**src/rtl/mt_pkg.sv**
```systemverilog
package mt_pkg;

    typedef enum logic {
        CD_IDLE = 1'b0,
        CD_RUN  = 1'b1
    } cd_state_t;

    localparam logic [7:0] OFF_MATCH  = 8'h00;
    localparam logic [7:0] OFF_COUNT  = 8'h10;
    localparam logic [7:0] OFF_STATUS = 8'h14;
    localparam logic [7:0] OFF_IEN    = 8'h1C;

endpackage

```
**src/rtl/mt_regfile.sv**
```systemverilog
module mt_regfile
    import mt_pkg::*;
#(
    parameter int ADDR_W = 8,
    parameter int DATA_W = 32
) (
    input  logic              clk,
    input  logic              rst_n,
    input  logic              bus_wr,
    input  logic [ADDR_W-1:0] bus_addr,
    input  logic [DATA_W-1:0] bus_wdata,
    input  logic [DATA_W-1:0] remaining,
    input  logic              status,
    output logic              wr_match,
    output logic              wr_status,
    output logic [DATA_W-1:0] match_q,
    output logic [DATA_W-1:0] ien_q,
    output logic [DATA_W-1:0] bus_rdata
);

    logic wr_ien;

    always_comb begin
        wr_match  = bus_wr && (bus_addr == ADDR_W'(OFF_MATCH));
        wr_status = bus_wr && (bus_addr == ADDR_W'(OFF_STATUS));
        wr_ien    = bus_wr && (bus_addr == ADDR_W'(OFF_IEN));
    end

    always_ff @(posedge clk) begin
        if (!rst_n) begin
            match_q <= '0;
            ien_q   <= '0;
        end else begin
            if (wr_match) match_q <= bus_wdata;
            if (wr_ien)   ien_q   <= bus_wdata;
        end
    end

    always_comb begin
        bus_rdata = '0;
        if (bus_addr == ADDR_W'(OFF_MATCH))       bus_rdata = match_q;
        else if (bus_addr == ADDR_W'(OFF_COUNT))  bus_rdata = match_q - remaining;
        else if (bus_addr == ADDR_W'(OFF_STATUS)) bus_rdata = DATA_W'(status);
        else if (bus_addr == ADDR_W'(OFF_IEN))    bus_rdata = ien_q;
    end

endmodule

```
**src/rtl/mt_countdown.sv**
```systemverilog
module mt_countdown
    import mt_pkg::*;
#(
    parameter int DATA_W = 32
) (
    input  logic              clk,
    input  logic              rst_n,
    input  logic              tick_en,
    input  logic              arm,
    input  logic [DATA_W-1:0] arm_value,
    input  logic [DATA_W-1:0] match_q,
    output logic              hit,
    output logic              running,
    output logic [DATA_W-1:0] remaining,
    output logic [DATA_W-1:0] base
);

    localparam logic [DATA_W-1:0] ALL_ONES = {DATA_W{1'b1}};
    localparam logic [DATA_W-1:0] ONE      = DATA_W'(1);

    cd_state_t         state_q, state_d;
    logic [DATA_W-1:0] rem_q, rem_d;
    logic [DATA_W-1:0] base_q, base_d;

    function automatic logic [DATA_W-1:0] distance(
        input logic [DATA_W-1:0] target,
        input logic [DATA_W-1:0] from
    );
        if (target > from) distance = target - from;
        else               distance = target + (ALL_ONES - from);
    endfunction

    always_ff @(posedge clk) begin
        if (!rst_n) begin
            state_q <= CD_IDLE;
            rem_q   <= '0;
            base_q  <= '0;
        end else begin
            state_q <= state_d;
            rem_q   <= rem_d;
            base_q  <= base_d;
        end
    end

    always_comb begin
        state_d = state_q;
        rem_d   = rem_q;
        base_d  = base_q;
        hit     = 1'b0;
        unique case (state_q)
            CD_IDLE: begin
                if (arm) begin
                    rem_d   = distance(arm_value, base_q);
                    state_d = CD_RUN;
                end
            end
            CD_RUN: begin
                if (arm) begin
                    rem_d   = distance(arm_value, base_q);
                    state_d = CD_RUN;
                end else if (tick_en) begin
                    if (rem_q <= ONE) begin
                        hit     = 1'b1;
                        rem_d   = '0;
                        base_d  = match_q;
                        state_d = CD_IDLE;
                    end else begin
                        rem_d = rem_q - ONE;
                    end
                end
            end
            default: state_d = CD_IDLE;
        endcase
    end

    assign running   = (state_q == CD_RUN);
    assign remaining = rem_q;
    assign base      = base_q;

endmodule

```
**src/rtl/mt_status.sv**
```systemverilog
module mt_status #(
    parameter int DATA_W = 32
) (
    input  logic              clk,
    input  logic              rst_n,
    input  logic              hit,
    input  logic [DATA_W-1:0] ien_q,
    input  logic              wr_status,
    input  logic [DATA_W-1:0] bus_wdata,
    output logic              status,
    output logic              irq
);

    logic status_q;

    always_ff @(posedge clk) begin
        if (!rst_n) begin
            status_q <= 1'b0;
        end else if (hit && (ien_q != '0)) begin
            status_q <= 1'b1;
        end else if (wr_status && (bus_wdata == '0)) begin
            status_q <= 1'b0;
        end
    end

    assign status = status_q;
    assign irq    = status_q;

endmodule

```
**src/rtl/match_timer.sv**
```systemverilog
module match_timer #(
    parameter int ADDR_W = 8,
    parameter int DATA_W = 32
) (
    input  logic              clk,
    input  logic              rst_n,
    input  logic              tick_en,
    input  logic              bus_wr,
    input  logic [ADDR_W-1:0] bus_addr,
    input  logic [DATA_W-1:0] bus_wdata,
    output logic [DATA_W-1:0] bus_rdata,
    output logic              irq
);

    logic              wr_match, wr_status;
    logic [DATA_W-1:0] match_q, ien_q, remaining, base;
    logic              hit, running, status;

    mt_regfile #(.ADDR_W(ADDR_W), .DATA_W(DATA_W)) u_regs (
        .clk       (clk),
        .rst_n     (rst_n),
        .bus_wr    (bus_wr),
        .bus_addr  (bus_addr),
        .bus_wdata (bus_wdata),
        .remaining (remaining),
        .status    (status),
        .wr_match  (wr_match),
        .wr_status (wr_status),
        .match_q   (match_q),
        .ien_q     (ien_q),
        .bus_rdata (bus_rdata)
    );

    mt_countdown #(.DATA_W(DATA_W)) u_cd (
        .clk       (clk),
        .rst_n     (rst_n),
        .tick_en   (tick_en),
        .arm       (wr_match),
        .arm_value (bus_wdata),
        .match_q   (match_q),
        .hit       (hit),
        .running   (running),
        .remaining (remaining),
        .base      (base)
    );

    mt_status #(.DATA_W(DATA_W)) u_stat (
        .clk       (clk),
        .rst_n     (rst_n),
        .hit       (hit),
        .ien_q     (ien_q),
        .wr_status (wr_status),
        .bus_wdata (bus_wdata),
        .status    (status),
        .irq       (irq)
    );

endmodule

```
**config.mk**
```make
export PLATFORM = sky130hd
export DESIGN_NAME = match_timer
export DESIGN_NICKNAME = d
export VERILOG_FILES = /design/src/rtl/mt_pkg.sv /design/src/rtl/mt_regfile.sv /design/src/rtl/mt_countdown.sv /design/src/rtl/mt_status.sv /design/src/rtl/match_timer.sv
export SDC_FILE = /design/constraint.sdc
export NUM_CORES = 1
export LEC_CHECK = 0
export BUFFER_PORTS_ARGS = -buffer_cell sky130_fd_sc_hd__buf_4
export CAP_MARGIN = 5
export CORE_MARGIN = 3
export CORE_UTILIZATION = 41
export DETAILED_ROUTE_END_ITERATION = 16
export PLACE_DENSITY_LB_ADDON = 0.05
export SYNTH_ARGS = -nofsm -noshare
export SYNTH_HDL_FRONTEND = slang
export SYNTH_HIERARCHICAL = 1
export SYNTH_SLANG_ARGS = --single-unit
```
**constraint.sdc**
```tcl
create_clock -name clk -period 6.8 [get_ports clk]
set_input_delay 0.68 -clock clk [delete_from_list [all_inputs] [get_ports clk]]
set_output_delay 0.68 -clock clk [all_outputs]
set_load 0.02 [all_outputs]
```
Word-level counts from Yosys, hierarchy flattened
Index checks and enable logic that the tools add are counted.
- $add $sub $neg: 5
- order comparisons: 2
- eq/ne operators: 5
- multiplexer cells: 21
- bitwise gates (word level): 2
- reductions and logical operators: 11
- operators by type and width (cell ; count):
    $mux W32 ; 9
    $pmux W32 S2 ; 1
    $sub A32 B32 Y32 ; 2
    $add A32 B32 Y32 ; 1
    $gt A32 B32 Y1 ; 1
    $le A32 B1 Y1 const B ; 1
    $logic_not A32 Y1 ; 1
    $reduce_bool A32 Y1 ; 1
    $sub A32 B1 Y32 const B ; 1
    $sub A32 B32 Y32 const A ; 1
    $eq A8 B5 Y1 const B ; 3
    $mux W1 ; 10
    $logic_not A8 Y1 ; 1
    $logic_and A1 B1 Y1 ; 5
    $reduce_and A4 Y1 ; 1
    $ne A3 B2 Y1 const B ; 1
    $ne A2 B1 Y1 const B ; 1
    $not A1 Y1 ; 2
    $pmux W1 S2 ; 1
    $reduce_and A2 Y1 ; 1
    $reduce_bool A2 Y1 ; 1
- register bits after elaboration: 130
- input bits: 44
- output and inout bits: 33
- word-level logic and storage cells: 52

Logic depth before layout (Yosys ltp)
- depth after elaboration: 7
- mapped depth: 13
- depth with buffers taken out: 13

Modules after synthesis
The synthesis kept the hierarchy.
- modules (own cells, without submodules) (module ; times used ; cells each ; area an instance (µm²) ; sequential area each (µm²)):
    mt_countdown ; 1 ; 761 ; 5465.2 ; 1301.2
    mt_regfile ; 1 ; 687 ; 4873.4 ; 1281.2
    mt_status ; 1 ; 27 ; 192.7 ; 20.0

Worst setup path before layout
OpenSTA, ideal clock, no wires.
- kind: in2reg
- start: input port bus_wdata[17]
- end: register u_cd.rem_q[31] (netlist: u_cd/remaining[31])
- setup time: 62 ps
- arrival time: 3582 ps
- required time: 6738 ps
- path slack: 3156 ps
- stages: 11
- buffers on the path: 1
- cells stage by stage: ha_1 > clkbuf_8 > nand4_2 > or4_4 > or4_4 > o21ai_4 > o211ai_2 > a2111o_1 > a21o_1 > or3b_1 > nand3_1
- longest elaborated chain between the ends: 4
- elaborated cells on any way between the ends: 7
- classes of those cells: add/sub: 2; order compare: 1; mux: 4
- ends and longest elaborated chain (item ; RTL line ; RTL):
    from (decl) ; match_timer.sv:10 ; input logic [DATA_W-1:0] bus_wdata,
    $add A32 B32 Y32, or another cell as far along ; mt_countdown.sv:30 ; else distance = target + (ALL_ONES - from);
    $mux W32 (*) ; mt_countdown.sv:29 ; if (target > from) distance = target - from;
    $mux W32 (on tied branches) ; mt_countdown.sv:58, mt_countdown.sv:52 ;
    $pmux W32 S2 (*) ; mt_countdown.sv:50 ; unique case (state_q)
    to (signal assigned) ; mt_countdown.sv:40 ; rem_q <= rem_d;
    to (decl) ; mt_countdown.sv:22 ; logic [DATA_W-1:0] rem_q, rem_d;
Every way passes the cells marked *; elsewhere a longest branch is shown, timed or not. The select of a mux whose other input is x is not followed.
A chain may end at the register's enable or synchronous reset.

Worst setup path after layout
- start: register u_cd.rem_q[4] (netlist: u_cd/remaining[4])
- end: output port bus_rdata[18]
- longest elaborated chain between the ends: 3
- ends and longest elaborated chain (item ; RTL line ; RTL):
    $sub A32 B32 Y32 ; mt_regfile.sv:42 ; else if (bus_addr == ADDR_W'(OFF_COUNT)) bus_rdata = match_q - remaining;
    $mux W32 ; mt_regfile.sv:42 ;
    $mux W32 ; mt_regfile.sv:41 ; if (bus_addr == ADDR_W'(OFF_MATCH)) bus_rdata = match_q;
    to (decl) ; match_timer.sv:11 ; output logic [DATA_W-1:0] bus_rdata,
Every way passes these cells.

==> impl_metrics.toml <==
[setup_path]
critPathSlowestCell = "dfxtp_1"
critical_path_buf_inv_count = 2
critPathMaxStageDelay_ns = 0.48
worstPathCellList = "inv_1 > ha_1 > a21oi_1 > nor2b_1 > a21oi_1 > o21ai_0 > o21ai_0 > a211oi_1 > xnor2_1 > o21ai_0 > a21oi_1 > buf_4"
arrival_ns = 3.59
cpLargestDelayFamily = "compound AO/OA/AOI/OAI gates"
critPathCaptureType = "output pin"
required_ns = 6.12
cp_max_fo = 7
start_kind = "flop"
criticalPathCategory = "flop to output pin"

[power_and_ir_drop]
p_total_mw = 1.93
swShare_pct = 27.5
intPower_mw = 1.40
combPwrFrac_pct = 12.8
clockPowerShare_pct = 47.7
ir_drop_mv = 0.157
power_density_nw_per_um2 = 164
seqPwrFrac_pct = 39.5
p_leak_nw = 4.55
p_sw_uw = 530

[grt]
grt_pass1_wl_um = 60000
grt_max_degree = 75
grt_overflow_total = 0
grt_use_total_pct = 27.3
antenna_found_initial = 0
grt_pass1_vias = 9985

[cts]
cts-root-buf = "clkbuf_16"
worstSkewPairLatency_ns = 0.43
cts.sinks = 130
numCtsBuffers = 17
ctsResizeCount = 0
clk_path_buf_depth = 2
clk_pin_slew_ns = 0.07
htree_levels = 4
cts_tree = "done"
post_cts_buffers = 0
ctsHoldBuffers = 0

[detailed_routing]
drtIter0Drc = 1062
antenna_left = 0
wl_per_cell_um = 21.0
via_count = 10900
drt_wl_total_um = 38700
dr.pass1.iters = 5
drc_errors = 0
viasPerCell = 5.89

[synth]
synth_edf_count = 0
synthTopCellsByCount = "nand2_1 (295), a21oi_1 (142), dfxtp_1 (130), nor2_1 (105), inv_1 (84)"
syn_avg_cell_area_um2 = 7.14
ys_seq_area_share_pct = 24.7
netlist_area_um2 = 10500
syn_nets = 1588
synth_area_leader_cell = "dfxtp_1"
synthDominantCellAreaShare_pct = 24.7
yosys_register_bits = 130
synth_cell_types = 84
ys_top_cells_by_area = "dfxtp_1 (25%), nand2_1 (11%), ha_1 (7.8%)"
yosysWarnings = 6
async_reset_ff_share_pct = 0
dominantRegCellSynth = "dfxtp_1"
synthCells = 1475
yosysMostFrequentCell = "nand2_1"

[die]
die-area_um2 = 27600
coreArea_um2 = 25200
die_h_um = 166
rows = 58
die_x_um = 166
initial_utilization_pct = 41.8
boundaryPins = 77

[run_status]
outcome = "finished, final reports clean"

[final_layout]
nNetsFinal = 1615
drive_above_1_share_pct = 10.6
syn2layout_area_growth_pct = 12.0
seqCellArea_um2 = 2600
utilization_pct = 46.8
multi_input_area_um2 = 7220
fillCellCount = 2609
diodes = 0

[timing]
worst_pin_slew_ns = 1.15
hold_violations = 0
slew_violations = 0
fin_setup_tns_ns = 0
rsz0062_at_grt = "no"
fin_crit_sh_pct = 62.8
clock.fmax_mhz = 234
skew_ns = 0.0138
period_needed_ns = 4.27
relSlewSlack_pct = 23.4
setup_violations = 0

[place]
post-dp-hpwl_um = 30200
routabilityCongestion = 0.984
numPortBuffers = 76

[min_path]
hp-class = "flop to flop"

[run]
drv_cap = 0
[sequential cells by signal, summed over array words and instances, names as in the netlist]
register / count
u_cd/base: 32
u_cd/remaining: 32
u_cd/running: 1
u_regs/ien_q: 32
u_regs/match_q: 32
u_stat/irq: 1
[kinds of logic (layout without fill, tap and decap cells)]
logic type                 count (synthesis)  count (layout)  synth area share (%)
xor gates and xnor gates                  67              67                  5.57
muxes                                     10              10                 0.950
adders and majority gates                 69              69                  8.41
buffers and inverters                    164             204                  6.84
AOI/OAI and AO/OA                        461             461                  28.9
DFF                                      130             130                  24.7
and+or+nand+nor                          574             574                  24.6
[cells in the final DEF (no fill, tap or decap), drive strengths merged, types with 13 or more instances in the layout]
| master | Yosys | routed |
|---|---|---|
| nand2 | 296 | 296 |
| a21oi | 143 | 143 |
| dfxtp | 130 | 130 |
| nor2 | 108 | 108 |
| inv | 85 | 88 |
| buf | 23 | 87 |
| o21ai | 78 | 78 |
| ha | 66 | 66 |
| a21boi | 65 | 65 |
| xnor2 | 42 | 42 |
| a21o | 42 | 42 |
| nor4 | 29 | 29 |
| nor3 | 28 | 28 |
| a211oi | 26 | 26 |
| xor2 | 25 | 25 |
| nand4 | 23 | 23 |
| nand3 | 19 | 19 |
| clkbuf | 56 | 18 |
| or3 | 16 | 16 |
| o21bai | 16 | 16 |
| o31ai | 13 | 13 |
[path summary, 6_finish.rpt]
kind / startpoint / endpoint / slack (ns) / cells after the start
hold reg to reg: u_cd/base[22]$_SDFFE_PN0P_ / u_cd/base[22]$_SDFFE_PN0P_ / 0.45 / 2
setup reg to reg: u_cd/base[17]$_SDFFE_PN0P_ / u_cd/remaining[18]$_SDFFE_PN0P_ / 2.95 / 11
hold / removal: u_cd/base[22]$_SDFFE_PN0P_ / u_cd/base[22]$_SDFFE_PN0P_ / 0.45 / 2
setup / recovery: u_cd/remaining[4]$_SDFFE_PN0P_ / bus_rdata[18] / 2.53 / 12
[per-layer routing]
layer	share of wire (%)	GRT usage, %	vias up
met5	0	0	-
met4	1.8	6.13	0
met3	7.5	3.93	44
met2	41	39.7	472
met1	50	42.4	5084
li1	-	-	5265
[per-stage QoR]
stage | cells | cell area [µm²] | hold WS (ns) | setup slack [ns]
6_report | 1845 | 11800 | 0.451 | 2.53
5_1_grt | 1845 | 11800 | 0.469 | 2.22
4_1_cts | 1845 | 11800 | 0.454 | 2.56
3_5_place_dp | 1813 | 11200 | 0.445 | 2.41
3_3_place_gp | 1813 | 11200 | 0.441 | 2.50
2_1_floorplan | 1475 | 10500 | 0.432 | 3.16
[worst min-delay path: cells and delay by family (launching register included)]
kind             cells  cell delay [ns]
flip-flops           1             0.31
AND/OR/NAND/NOR      1             0.05
AO/OA/AOI/OAI        1             0.05
[power groups by stage]
stage | Combinational [mW] | Clock [mW] | Sequential, mW
6_report | 0.247 | 0.922 | 0.763
5_1_grt | 0.266 | 0.968 | 0.763
4_1_cts | 0.243 | 0.932 | 0.763
3_5_place_dp | 0.241 | 0 | 0.780
3_3_place_gp | 0.242 | 0 | 0.780
2_1_floorplan | 0.156 | 0 | 0.780
[layout make-up]
cell class,count,area share (%)
multi-input combinational,1181,61.2
inverter,85,2.71
clock buffer,18,3.64
timing repair buffer,87,5.54
tap,330,3.50
sequential,130,22.1
clock inverter,14,1.33
No activity file was read; power rests on OpenSTA's default activity.
